--- src/rtl/vcr_pkg.sv ---
// Package: shared result codes and default sizes for the virtual
// interruption register access filter.
package vcr_pkg;

    typedef enum logic [2:0] {
        RES_COMPLETE  = 3'd0,
        RES_INTERCEPT = 3'd1,
        RES_ILLEGAL   = 3'd2,
        RES_PRIV      = 3'd3,
        RES_NAT       = 3'd4,
        RES_RSVD      = 3'd5,
        RES_UNIMPL    = 3'd6
    } res_code_e;

    localparam int VCR_DATA_W    = 64;
    localparam int VCR_NUM_REGS  = 11;
    localparam int VCR_IDX_W     = 4;
    localparam int VCR_GR_W      = 7;
    localparam int VCR_FADDR_IDX = 3;

endpackage

--- src/rtl/vcr_decide.sv ---
// vcr_decide: combinational judgement of one access.
// Produces the result code from the request and guest state.
// Assumes NUM_REGS <= 2**IDX_W and IMPL_VA_W <= DATA_W - REGION_W.
// Fault priority: illegal, privileged, NaT, reserved, unimplemented.
module vcr_decide
    import vcr_pkg::*;
#(
    parameter int DATA_W    = VCR_DATA_W,
    parameter int NUM_REGS  = VCR_NUM_REGS,
    parameter int IDX_W     = VCR_IDX_W,
    parameter int GR_W      = VCR_GR_W,
    parameter int FADDR_IDX = VCR_FADDR_IDX,
    parameter int IMPL_VA_W = 51,
    parameter int REGION_W  = 3,
    parameter logic [NUM_REGS-1:0][DATA_W-1:0] RSVD_MASK = '0
) (
    input  logic              is_write,
    input  logic [IDX_W-1:0]  index,
    input  logic [DATA_W-1:0] wdata,
    input  logic              nat,
    input  logic [GR_W-1:0]   dest,
    input  logic [GR_W-1:0]   frame_size,
    input  logic              vm_mode,
    input  logic [1:0]        vcpl,
    input  logic              vic,
    input  logic              accel_wr_en,
    input  logic              accel_rd_en,
    output res_code_e         code
);
    localparam logic [IDX_W-1:0] LAST_IDX  = IDX_W'(NUM_REGS - 1);
    localparam logic [IDX_W-1:0] FADDR_SEL = IDX_W'(FADDR_IDX);
    localparam logic [GR_W-1:0]  STACK_BASE = GR_W'(32);
    localparam int EXT_HI = DATA_W - REGION_W - 1;
    localparam int EXT_LO = IMPL_VA_W - 1;

    logic              idx_bad;
    logic [DATA_W-1:0] sel_mask;
    logic [GR_W-1:0]   stack_off;
    logic              out_of_frame;
    logic [EXT_HI-EXT_LO:0] ext_bits;
    logic              addr_bad;
    logic              f_illegal, f_priv, f_nat, f_rsvd, f_unimpl;

    // Pick the reserved-bit mask of the addressed register.
    always_comb begin
        sel_mask = '0;
        for (int i = 0; i < NUM_REGS; i++) begin
            if (index == IDX_W'(i)) sel_mask = RSVD_MASK[i];
        end
    end

    // Classify the read destination and the write address value.
    always_comb begin
        idx_bad      = index > LAST_IDX;
        stack_off    = dest - STACK_BASE;
        out_of_frame = (dest >= STACK_BASE) && (stack_off >= frame_size);
        ext_bits     = wdata[EXT_HI:EXT_LO];
        addr_bad     = !((ext_bits == '0) || (ext_bits == '1));
    end

    // Raw fault conditions, before priority.
    always_comb begin
        f_illegal = vic || (!is_write && ((dest == '0) || out_of_frame || idx_bad));
        f_priv    = vcpl != 2'd0;
        f_nat     = is_write && nat;
        f_rsvd    = is_write && (idx_bad || ((wdata & sel_mask) != '0));
        f_unimpl  = is_write && (index == FADDR_SEL) && addr_bad;
    end

    // Choose bypass, intercept, or the highest-priority fault.
    always_comb begin
        if (!vm_mode)                      code = RES_COMPLETE;
        else if (is_write && !accel_wr_en) code = RES_INTERCEPT;
        else if (!is_write && !accel_rd_en) code = RES_INTERCEPT;
        else if (f_illegal)                code = RES_ILLEGAL;
        else if (f_priv)                   code = RES_PRIV;
        else if (f_nat)                    code = RES_NAT;
        else if (f_rsvd)                   code = RES_RSVD;
        else if (f_unimpl)                 code = RES_UNIMPL;
        else                               code = RES_COMPLETE;
    end

endmodule

--- src/rtl/vcr_shadow_bank.sv ---
// vcr_shadow_bank: the guest's shadow interruption registers.
// Holds one register per index and writes one at a time on wr_en.
// Assumes the caller raises wr_en only for a committed write.
// An index beyond the bank selects nothing.
module vcr_shadow_bank #(
    parameter int DATA_W   = 64,
    parameter int NUM_REGS = 11,
    parameter int IDX_W    = 4
) (
    input  logic                             clk,
    input  logic                             rst_n,
    input  logic                             wr_en,
    input  logic [IDX_W-1:0]                 wr_idx,
    input  logic [DATA_W-1:0]                wr_data,
    output logic [NUM_REGS-1:0][DATA_W-1:0]  regs
);
    localparam logic [IDX_W-1:0] LAST_IDX = IDX_W'(NUM_REGS - 1);

    logic [NUM_REGS-1:0] sel;

    for (genvar g = 0; g < NUM_REGS; g++) begin : g_reg
        // Decode this register's write select.
        assign sel[g] = wr_en && (wr_idx == IDX_W'(g));

        // Clear on reset, load on a selected write.
        always_ff @(posedge clk) begin
            if (!rst_n)      regs[g] <= '0;
            else if (sel[g]) regs[g] <= wr_data;
        end
    end


    one_target_chk: assert property (@(posedge clk) disable iff (!rst_n)
        $onehot0(sel));


    bad_index_no_write_chk: assert property (@(posedge clk) disable iff (!rst_n)
        (wr_en && (wr_idx > LAST_IDX)) |=> $stable(regs));

endmodule

--- src/rtl/vcr_access_filter.sv ---
// vcr_access_filter: top of the virtual interruption register filter.
// Judges each strobed access, commits accelerated writes to the shadow
// bank, and registers a 3-bit code plus read data one cycle later.
// Assumes one request per strobe cycle.
// Writes and reads are never issued in the same cycle.
module vcr_access_filter
    import vcr_pkg::*;
#(
    parameter int DATA_W    = VCR_DATA_W,
    parameter int NUM_REGS  = VCR_NUM_REGS,
    parameter int IDX_W     = VCR_IDX_W,
    parameter int GR_W      = VCR_GR_W,
    parameter int FADDR_IDX = VCR_FADDR_IDX,
    parameter int IMPL_VA_W = 51,
    parameter int REGION_W  = 3,
    parameter logic [NUM_REGS-1:0][DATA_W-1:0] RSVD_MASK = {
        64'h0, 64'h0, 64'h0, 64'h0,
        64'hFFFF_FFFF_0000_0000,
        64'h0, 64'h0, 64'h0, 64'h0,
        64'hFFFF_FFFF_FFFE_0000,
        64'hFFFF_E000_0000_0000 }
) (
    input  logic              clk,
    input  logic              rst_n,
    input  logic              req_valid,
    input  logic              req_write,
    input  logic [IDX_W-1:0]  req_index,
    input  logic [DATA_W-1:0] req_wdata,
    input  logic              req_nat,
    input  logic [GR_W-1:0]   req_dest,
    input  logic [GR_W-1:0]   frame_size,
    input  logic              vm_mode,
    input  logic [1:0]        vcpl,
    input  logic              vic,
    input  logic              accel_wr_en,
    input  logic              accel_rd_en,
    output logic              res_valid,
    output logic [2:0]        res_code,
    output logic [DATA_W-1:0] res_rdata
);
    res_code_e                       code_d;
    logic                            commit;
    logic                            rd_hit;
    logic [DATA_W-1:0]               rd_val;
    logic [NUM_REGS-1:0][DATA_W-1:0] bank;

    vcr_decide #(
        .DATA_W(DATA_W), .NUM_REGS(NUM_REGS), .IDX_W(IDX_W), .GR_W(GR_W),
        .FADDR_IDX(FADDR_IDX), .IMPL_VA_W(IMPL_VA_W), .REGION_W(REGION_W),
        .RSVD_MASK(RSVD_MASK)
    ) u_decide (
        .is_write(req_write), .index(req_index), .wdata(req_wdata),
        .nat(req_nat), .dest(req_dest), .frame_size(frame_size),
        .vm_mode(vm_mode), .vcpl(vcpl), .vic(vic),
        .accel_wr_en(accel_wr_en), .accel_rd_en(accel_rd_en),
        .code(code_d)
    );

    // Commit only accelerated writes that judged clean.
    assign commit = req_valid && req_write && vm_mode && (code_d == RES_COMPLETE);
    // Return data only for accelerated reads that judged clean.
    assign rd_hit = req_valid && !req_write && vm_mode && (code_d == RES_COMPLETE);

    vcr_shadow_bank #(
        .DATA_W(DATA_W), .NUM_REGS(NUM_REGS), .IDX_W(IDX_W)
    ) u_bank (
        .clk(clk), .rst_n(rst_n), .wr_en(commit), .wr_idx(req_index),
        .wr_data(req_wdata), .regs(bank)
    );

    // Read multiplexer over the shadow bank.
    always_comb begin
        rd_val = '0;
        for (int i = 0; i < NUM_REGS; i++) begin
            if (req_index == IDX_W'(i)) rd_val = bank[i];
        end
    end

    // Register the result one cycle after the strobe.
    always_ff @(posedge clk) begin
        if (!rst_n) begin
            res_valid <= 1'b0;
            res_code  <= 3'd0;
            res_rdata <= '0;
        end else begin
            res_valid <= req_valid;
            res_code  <= req_valid ? code_d : RES_COMPLETE;
            res_rdata <= rd_hit ? rd_val : '0;
        end
    end


    result_follows_req_chk: assert property (@(posedge clk) disable iff (!rst_n)
        req_valid |=> res_valid);


    no_spurious_result_chk: assert property (@(posedge clk) disable iff (!rst_n)
        !req_valid |=> !res_valid);


    bypass_complete_chk: assert property (@(posedge clk) disable iff (!rst_n)
        (req_valid && !vm_mode) |=> (res_code == 3'd0));


    write_intercept_chk: assert property (@(posedge clk) disable iff (!rst_n)
        (req_valid && vm_mode && req_write && !accel_wr_en) |=> (res_code == 3'd1));


    collect_bit_first_chk: assert property (@(posedge clk) disable iff (!rst_n)
        (req_valid && vm_mode && vic && (req_write ? accel_wr_en : accel_rd_en))
        |=> (res_code == 3'd2));


    bank_hold_chk: assert property (@(posedge clk) disable iff (!rst_n)
        !(req_valid && req_write && vm_mode && accel_wr_en) |=> $stable(bank));


    zero_data_on_fault_chk: assert property (@(posedge clk) disable iff (!rst_n)
        (res_valid && (res_code != 3'd0)) |-> (res_rdata == '0));

endmodule

--- config.mk ---
export PLATFORM = sky130hd
export DESIGN_NAME = vcr_access_filter
export DESIGN_NICKNAME = d
export VERILOG_FILES = /design/src/rtl/vcr_pkg.sv /design/src/rtl/vcr_decide.sv /design/src/rtl/vcr_shadow_bank.sv /design/src/rtl/vcr_access_filter.sv
export SDC_FILE = /design/constraint.sdc
export NUM_CORES = 2
export LEC_CHECK = 0
export ABC_CLOCK_PERIOD_IN_PS = 2350
export BUFFER_PORTS_ARGS = -buffer_cell sky130_fd_sc_hd__clkbuf_2
export CORE_ASPECT_RATIO = 0.75
export CORE_MARGIN = 3
export CORE_UTILIZATION = 30
export CTS_CLUSTER_DIAMETER = 100
export DETAILED_ROUTE_END_ITERATION = 8
export GPL_ROUTABILITY_DRIVEN = 0
export PLACE_DENSITY = 0.44
export SLEW_MARGIN = 10
export SYNTH_ARGS = -nofsm -noshare
export SYNTH_HDL_FRONTEND = slang
export SYNTH_SLANG_ARGS = --single-unit
--- constraint.sdc ---
create_clock -name clk -period 2.35 [get_ports clk]
set_input_delay 0.3525 -clock clk [delete_from_list [all_inputs] [get_ports clk]]
set_output_delay 0.3525 -clock clk [all_outputs]
set_load 0.01 [all_outputs]
==> Word-level counts from Yosys, hierarchy flattened <==
Index checks and enable logic that the tools add are counted.
{ "word_totals": {"register_bits": 772, "inputBits": 93, "output_inout_bits": 68, "word_cells": 102} }
{ "classes": {"n_addsub": 1, "order_cmp": 3, "eq_ne": 11, "muxes": 30, "bitwise_logic": 1, "n_reduce_logical": 42} }
{ "ops": {"columns": ["op", "count"], "rows": [
  ["64-bit two-way mux", 22],
  ["64-bit AND", 1],
  ["64-bit nonzero test", 1],
  ["1-bit logical AND", 25],
  ["3-bit two-way mux", 8],
  ["4-bit by 3-bit == test with 1-bit output (second input constant)", 4],
  ["4-bit == test (second input constant)", 3],
  ["11-bit == test (second input constant)", 1],
  ["11-bit zero test", 1],
  ["4-bit by 2-bit == test with 1-bit output (second input constant)", 2],
  ["7-bit by 6-bit greater-or-equal comparator with 1-bit output (second input constant)", 1],
  ["7-bit greater-or-equal comparator", 1],
  ["7-bit zero test", 1],
  ["7-bit by 6-bit subtractor with 7-bit output (second input constant)", 1],
  ["1-bit logical OR", 5],
  ["4-bit by 1-bit == test with 1-bit output (second input constant)", 1],
  ["4-bit greater-than comparator (second input constant)", 1],
  ["1-bit zero test", 4],
  ["4-bit zero test", 1],
  ["2-bit AND reduction", 2],
  ["3-bit zero test", 1],
  ["2-bit nonzero test", 1]
]} }

==> Depth between registers and ports, before layout <==
{ "logic_depth": {"depth_word": 26, "depth_mapped": 11, "depth_no_buf": 9} }

==> Cells and area by module <==
From an unflattened synthesis, not the netlist that was laid out.
{ "unflattened": {"cells_unflattened": 3504, "hier_area_um2": 33772.4} }
{ "by_module_without_submodules": {"columns": ["module", "n_inst", "cells_each", "area_per_inst_um2", "seq_area_each_um2"], "rows": [
  ["vcr_shadow_bank", 1, 2414, 25263.0, 14093.5],
  ["vcr_access_filter", 1, 1014, 7987.7, 1361.3],
  ["vcr_decide", 1, 76, 521.8, 0.0]
]} }

==> Worst setup path after synthesis <==
Ideal clock, no wire load.
{ "synth_timing": {"path_kind": "input to register", "from": "input port req_dest[5]", "to": "register res_rdata[11]", "setup_ps": 74, "t_arrival_ps": 2456, "required_time_ps": 2276, "slack_ps": -180, "path_stages": 11, "path_buffers": 2, "path_cell_list": "inv_1 ha_1 inv_1 ha_1 o2111ai_1 a21oi_1 o41a_1 or4b_1 buf_4 buf_6 a31oi_2"} }
{ "synth_via": {"elab_chain_len": 14, "word_cells_on_any_way": 16, "cone_classes": "add/sub (1); order compare (2); mux (4); reduce/logical (9)"} }
{ "synth_lines": {"columns": ["element", "line_no", "text"], "rows": [
  ["from (decl)", "vcr_access_filter.sv:30", "input logic [GR_W-1:0] req_dest,"],
  ["7-bit by 6-bit subtractor with 7-bit output", "vcr_decide.sv:55", "stack_off = dest - STACK_BASE;"],
  ["7-bit greater-or-equal comparator", "vcr_decide.sv:56", "out_of_frame = (dest >= STACK_BASE) && (stack_off >= frame_size);"],
  ["1-bit logical AND", "vcr_decide.sv:56", null],
  ["1-bit logical OR * (2 in series)", "vcr_decide.sv:63", "f_illegal = vic || (!is_write && ((dest == '0) || out_of_frame || idx_bad));"],
  ["1-bit logical AND *", "vcr_decide.sv:63", null],
  ["1-bit logical OR *", "vcr_decide.sv:63", null],
  ["3-bit two-way mux *", "vcr_decide.sv:75", "else if (f_illegal) code = RES_ILLEGAL;"],
  ["3-bit two-way mux *", "vcr_decide.sv:74", "else if (!is_write && !accel_rd_en) code = RES_INTERCEPT;"],
  ["3-bit two-way mux *", "vcr_decide.sv:73", "else if (is_write && !accel_wr_en) code = RES_INTERCEPT;"],
  ["3-bit two-way mux *", "vcr_decide.sv:72", "if (!vm_mode) code = RES_COMPLETE;"],
  ["3-bit zero test *", "vcr_access_filter.sv:62", "assign rd_hit = req_valid && !req_write && vm_mode && (code_d == RES_COMPLETE);"],
  ["1-bit logical AND *", "vcr_access_filter.sv:62", null],
  ["2-bit AND reduction (no source line) *", null, null],
  ["to (signal assigned)", "vcr_access_filter.sv:88", "res_rdata <= rd_hit ? rd_val : '0;"],
  ["to (decl)", "vcr_access_filter.sv:39", "output logic [DATA_W-1:0] res_rdata"]
]} }
Mark *: on every way between the ends. The rest lies on a longest branch, timed or not.
A chain may end at the register's enable or synchronous reset.

==> Final worst setup path <==
{ "layout_timing": {"from": "input port req_wdata[38]", "to": "register res_code[0]"} }
{ "layout_via": {"elab_chain_len": 11} }
{ "layout_lines": {"columns": ["element", "line_no", "text"], "rows": [
  ["from (decl)", "vcr_access_filter.sv:28", "input logic [DATA_W-1:0] req_wdata,"],
  ["64-bit AND", "vcr_decide.sv:66", "f_rsvd = is_write && (idx_bad || ((wdata & sel_mask) != '0));"],
  ["64-bit nonzero test", "vcr_decide.sv:66", null],
  ["1-bit logical OR", "vcr_decide.sv:66", null],
  ["1-bit logical AND", "vcr_decide.sv:66", null],
  ["3-bit two-way mux", "vcr_decide.sv:78", "else if (f_rsvd) code = RES_RSVD;"],
  ["3-bit two-way mux", "vcr_decide.sv:77", "else if (f_nat) code = RES_NAT;"],
  ["3-bit two-way mux", "vcr_decide.sv:76", "else if (f_priv) code = RES_PRIV;"],
  ["3-bit two-way mux", "vcr_decide.sv:75", null],
  ["3-bit two-way mux", "vcr_decide.sv:74", null],
  ["3-bit two-way mux", "vcr_decide.sv:73", null],
  ["3-bit two-way mux", "vcr_decide.sv:72", null],
  ["to (signal assigned)", "vcr_access_filter.sv:87", "res_code <= req_valid ? code_d : RES_COMPLETE;"],
  ["to (decl)", "vcr_access_filter.sv:38", "output logic [2:0] res_code,"]
]} }
Every way passes these cells.

==> flow_results.org <==
** Timing
- The final critical path takes up a little over nine tenths of the cycle.
- Number of pins exceeding their max-slew limit in the final report :: 0
- The number of hold violations in the final report came to 0.
- Based on the critical path, the design can be clocked at up to ~440 MHz.
- Setup violations remaining at the end of the flow were counted as 0.
- Setup repair after global routing left no endpoint under its margin.
- Least-Margin Pin Slew :: 0.8053 ns
- Worst-case headroom to the max-slew limit :: 46.31%
- In the post-route analysis, the smallest setup slack over all paths is around 0.055 ns.
- The routed design could run at a clock period as short as 2.295 ns.
- Hold timing on the final database bottoms out at a slack of 0.07112 ns.
- Across the routed clock network, the largest skew measured is between 0.015 and 0.02 ns.

** Synthesis
- Fraction of the mapped netlist area in adder cells :: 0.3380%
- Post-synth EDFFs :: 0
- Seq/Total Area, Yosys :: between 50 and 60%
- For this run, the number of Yosys warnings is 0.
- The synthesized netlist devotes approximately 18% of its cell area to compound gates.
- Yosys mapped the design onto 50 distinct sky130hd cell types.
- In the synthesized netlist, mux cells make up ~8.3% of the area.
- Syn avg cell area :: roughly 9.4 um2
- Summing the areas of all and, or, nand and nor instances in the mapped netlist gives around 16% of the synthesized area.
- Synthesis produced around 3100 cells.
- Synth top area cells :: sky130_fd_sc_hd__dfxtp_1, sky130_fd_sc_hd__nand3_1, sky130_fd_sc_hd__o21ai_0
- The synthesized netlist devotes 0% of its cell area to XOR and XNOR gates.
- The number of nets in the synthesized netlist is about 3200.
- Synthesis inferred about 770 register bits.
- After synthesis, the largest family of logic cells by area is compound AO/OA/AOI/OAI gates.
- Cell area after technology mapping :: ~0.030 mm2
- The most used flip-flop cell after synthesis is sky130_fd_sc_hd__dfxtp_1.
- The synthesized design spends more area on one cell type than any other, namely sky130_fd_sc_hd__dfxtp_1.
- For this run, asynchronously set or reset flops after synthesis account for 0%.
- After synthesis, the largest area contributor takes up 52.19% of total cell area.

** Detailed routing
- Post-detailed-route via-to-cell ratio :: 5.246
- Routed wire length :: slightly below 100000 um
- ANT nets after route :: 0
- Vias after detailed routing :: roughly 24000
- For this run, the detailed router's first-pass iteration total came to 6.
- Wire length per cell :: approximately 21 um
- Residual DRC count :: 0
- Iteration-0 DRC Markers :: between 1500 and 2000

** Power and ir drop
- Worst VDD drop :: 0.0006441 V
- The clock network is responsible for 48.5% of the overall power.
- Power spread over the standard cell area amounts to a little under 800 mW/mm2.
- Switching component of the power :: roughly 6.2 mW
- Share of total power in combinational logic :: between 4 and 5%
- For this design the static power due to leakage is approximately 13 nW.
- Sequential share of power :: 47.3%
- Final Total Pwr :: around 28 mW
- Switching fraction of total power :: between 20% and 30%
- Cell Int Power :: ~21 mW

** Global routing
- Residual overflow from global routing :: 0
- The via count of the first global-routing pass came to 23920.
- Maximum number of pins on one net before global-route repair :: 175
- The first global-routing pass estimated ~150000 um of wire.
- The number of antenna violations at the first check in global routing came to 3.
- In the global route stage, overall resource usage came out at between 10% and 20%.

** Layout
- In the layout the commonest cells are sky130_fd_sc_hd__dfxtp_1, sky130_fd_sc_hd__nand3_1, sky130_fd_sc_hd__o21ai_0, sky130_fd_sc_hd__nand2_1, sky130_fd_sc_hd__clkbuf_2.
- With fillers left out, the area of the finished cells amounts to about 0.035 mm2.
- Once layout is complete, the utilization of the core stands at 36.30%.
- Ratio of cells with drive above 1 in the final layout :: between 20% and 30%
- The repair_antennas step left the layout with diodes totalling 0.
- The net count of the finished layout is 3326.
- Leaving out fill and tap cells, the most frequent cell in the layout is sky130_fd_sc_hd__dfxtp_1.
- Filler cell count in the final layout :: roughly 10000
- Relative to the synthesized area, the layout overhead comes to 19.65%.

** Clock network
- Number of buffers inserted by post-CTS setup repair :: 0
- TritonCTS clock tree :: yes
- The root buffer cell chosen for the clock tree is sky130_fd_sc_hd__clkbuf_16.
- Skew-Pair Late Insertion Delay :: about 0.64 ns
- Counting the buffers created by CTS gives between 80 and 90.
- Clk slew on worst S/H paths :: 0.06 ns
- Maximum clock insertion buffer count :: 3
- H-tree Lvls :: 3
- Number of clock sinks :: 772

** Worst setup path
- The worst setup path is captured at a register.
- STA puts the critical path data required time at 2.86 ns.
- Kind of critical path :: input port to register
- STA classifies the critical path startpoint as an input port.
- In this run the worst path has a maximum fanout of 3.
- Arrival time of the worst setup path :: between 2 and 3 ns

** Placement
- During placement, the flow inserted port buffers numbering between 150 and 200.
- Hpwl dp :: approximately 57000 um
- Placed Area :: 0.03254 mm2
- Post-Place Setup Slack :: -0.4305 ns

** Die
- In this run the standard cell core region covers 0.09761 mm2.
- Height of the die :: 278.1 um
- In this run the horizontal extent of the chip is 368.8 um.
- Number of cell rows :: a little under 100
- IO Count :: around 160
- Once the floorplan was initialized, standard cells occupied between 30% and 40% of the core.
- Total Die Area :: 0.1026 mm2

** Hold path
- The worst hold path belongs to the class input port to register.

** Flow run
- Reported max-cap violation count :: 0

** Run status
- Run status :: complete, no violations
==> cell usage after synthesis (all sizes together), types with 7 or more instances <==
master,number
mux2i,123
buf,119
and3,99
dfxtp,772
o21ai,580
nand3,546
ha,8
nand2,179
a31oi,46
mux2,19
a22oi,109
or2,46
a222oi,38
clkbuf,210
nor2,46
a21oi,41
a31o,32
inv,12
nand4,7
nor3,8
mux4,45
a22o,19
nor4,12
==> power by group through the flow <==
stage	Sequential, mW	Combinational [mW]	Clock [mW]
after floorplan	13.4	0.566	0
after global placement	13.4	1.13	0
after detailed placement	13.4	1.14	0
after CTS	13.1	1.15	13.8
after global routing	13.1	1.24	14.3
final	13.1	1.15	13.4
==> timing repair <==
item | in CTS | in global routing
resized for setup | 0 | 3
endpoints found under the hold margin | 3 | 0
endpoints found under the setup margin | 0 | 4
hold buffers | 5 | 0
==> path summary, 6_finish.rpt <==
| kind | from | end | slack [ns] | cells past startpoint |
|---|---|---|---|---|
| worst max-delay path | req_wdata[38] | res_code[0] | 0.05 | 9 |
| worst min-delay path | accel_wr_en | res_code[2] | 0.07 | 4 |
| worst max register to register | u_bank.regs[251] | res_rdata[59] | 0.97 | 4 |
| worst min register to register | u_bank.regs[252] | u_bank.regs[252] | 0.45 | 2 |
==> sequential cells by signal (all words and copies together), names as in the netlist <==
register,flops
u_bank.regs,704
res_rdata,64
res_valid,1
res_code,3
==> through the flow <==
step                TNS [ns]  instances
floorplan             -2.439       3145
global placement      -25.50       4447
detailed placement    -30.81       4447
CTS                        0       4605
global route               0       4605
finish                     0       4605
==> logic make-up after synthesis <==
| family | Yosys count |
|---|---|
| AO/OA/AOI/OAI | 874 |
| multiplexers | 187 |
| flip-flops | 772 |
| AND/OR/NAND/NOR | 963 |
| buffers and inverters | 341 |
| adder cells (fa/ha/maj) | 8 |
==> metal layers <==
| layer | GRT usage [%] | up-vias | part of all wire, % |
|---|---|---|---|
| met3 | 2.526 | 130 | 4.3 |
| met1 | 25.95 | 11840 | 49 |
| met2 | 29.62 | 565 | 45 |
| met4 | 4.408 | 0 | 1.8 |
| met5 | 0 | - | 0 |
| li1 | - | 11630 | - |
==> worst max-delay path, cell delays in order <==
cell and delay [ns]:
sky130_fd_sc_hd__clkbuf_2 0.12, sky130_fd_sc_hd__nor4_1 0.47, sky130_fd_sc_hd__nand4_1 0.18, sky130_fd_sc_hd__buf_4 0.20
sky130_fd_sc_hd__o21ai_1 0.13, sky130_fd_sc_hd__nand3_1 0.32, sky130_fd_sc_hd__a311oi_1 0.39, sky130_fd_sc_hd__o41ai_1 0.10
sky130_fd_sc_hd__dlygate4sd3_1 0.56
==> layout make-up <==
type	instances	area [um2]	area share, %
Timing Repair Buffer	323	2541	7.172
Sequential cell	772	15450	43.62
Clock inverter	24	259.0	0.7310
Multi-Input combinational cell	2032	12900	36.41
Tap cell	1313	1643	4.636
Clock buffer	129	2575	7.267
Inverter	12	60.06	0.1695
Power figures use the tool's default switching activity.
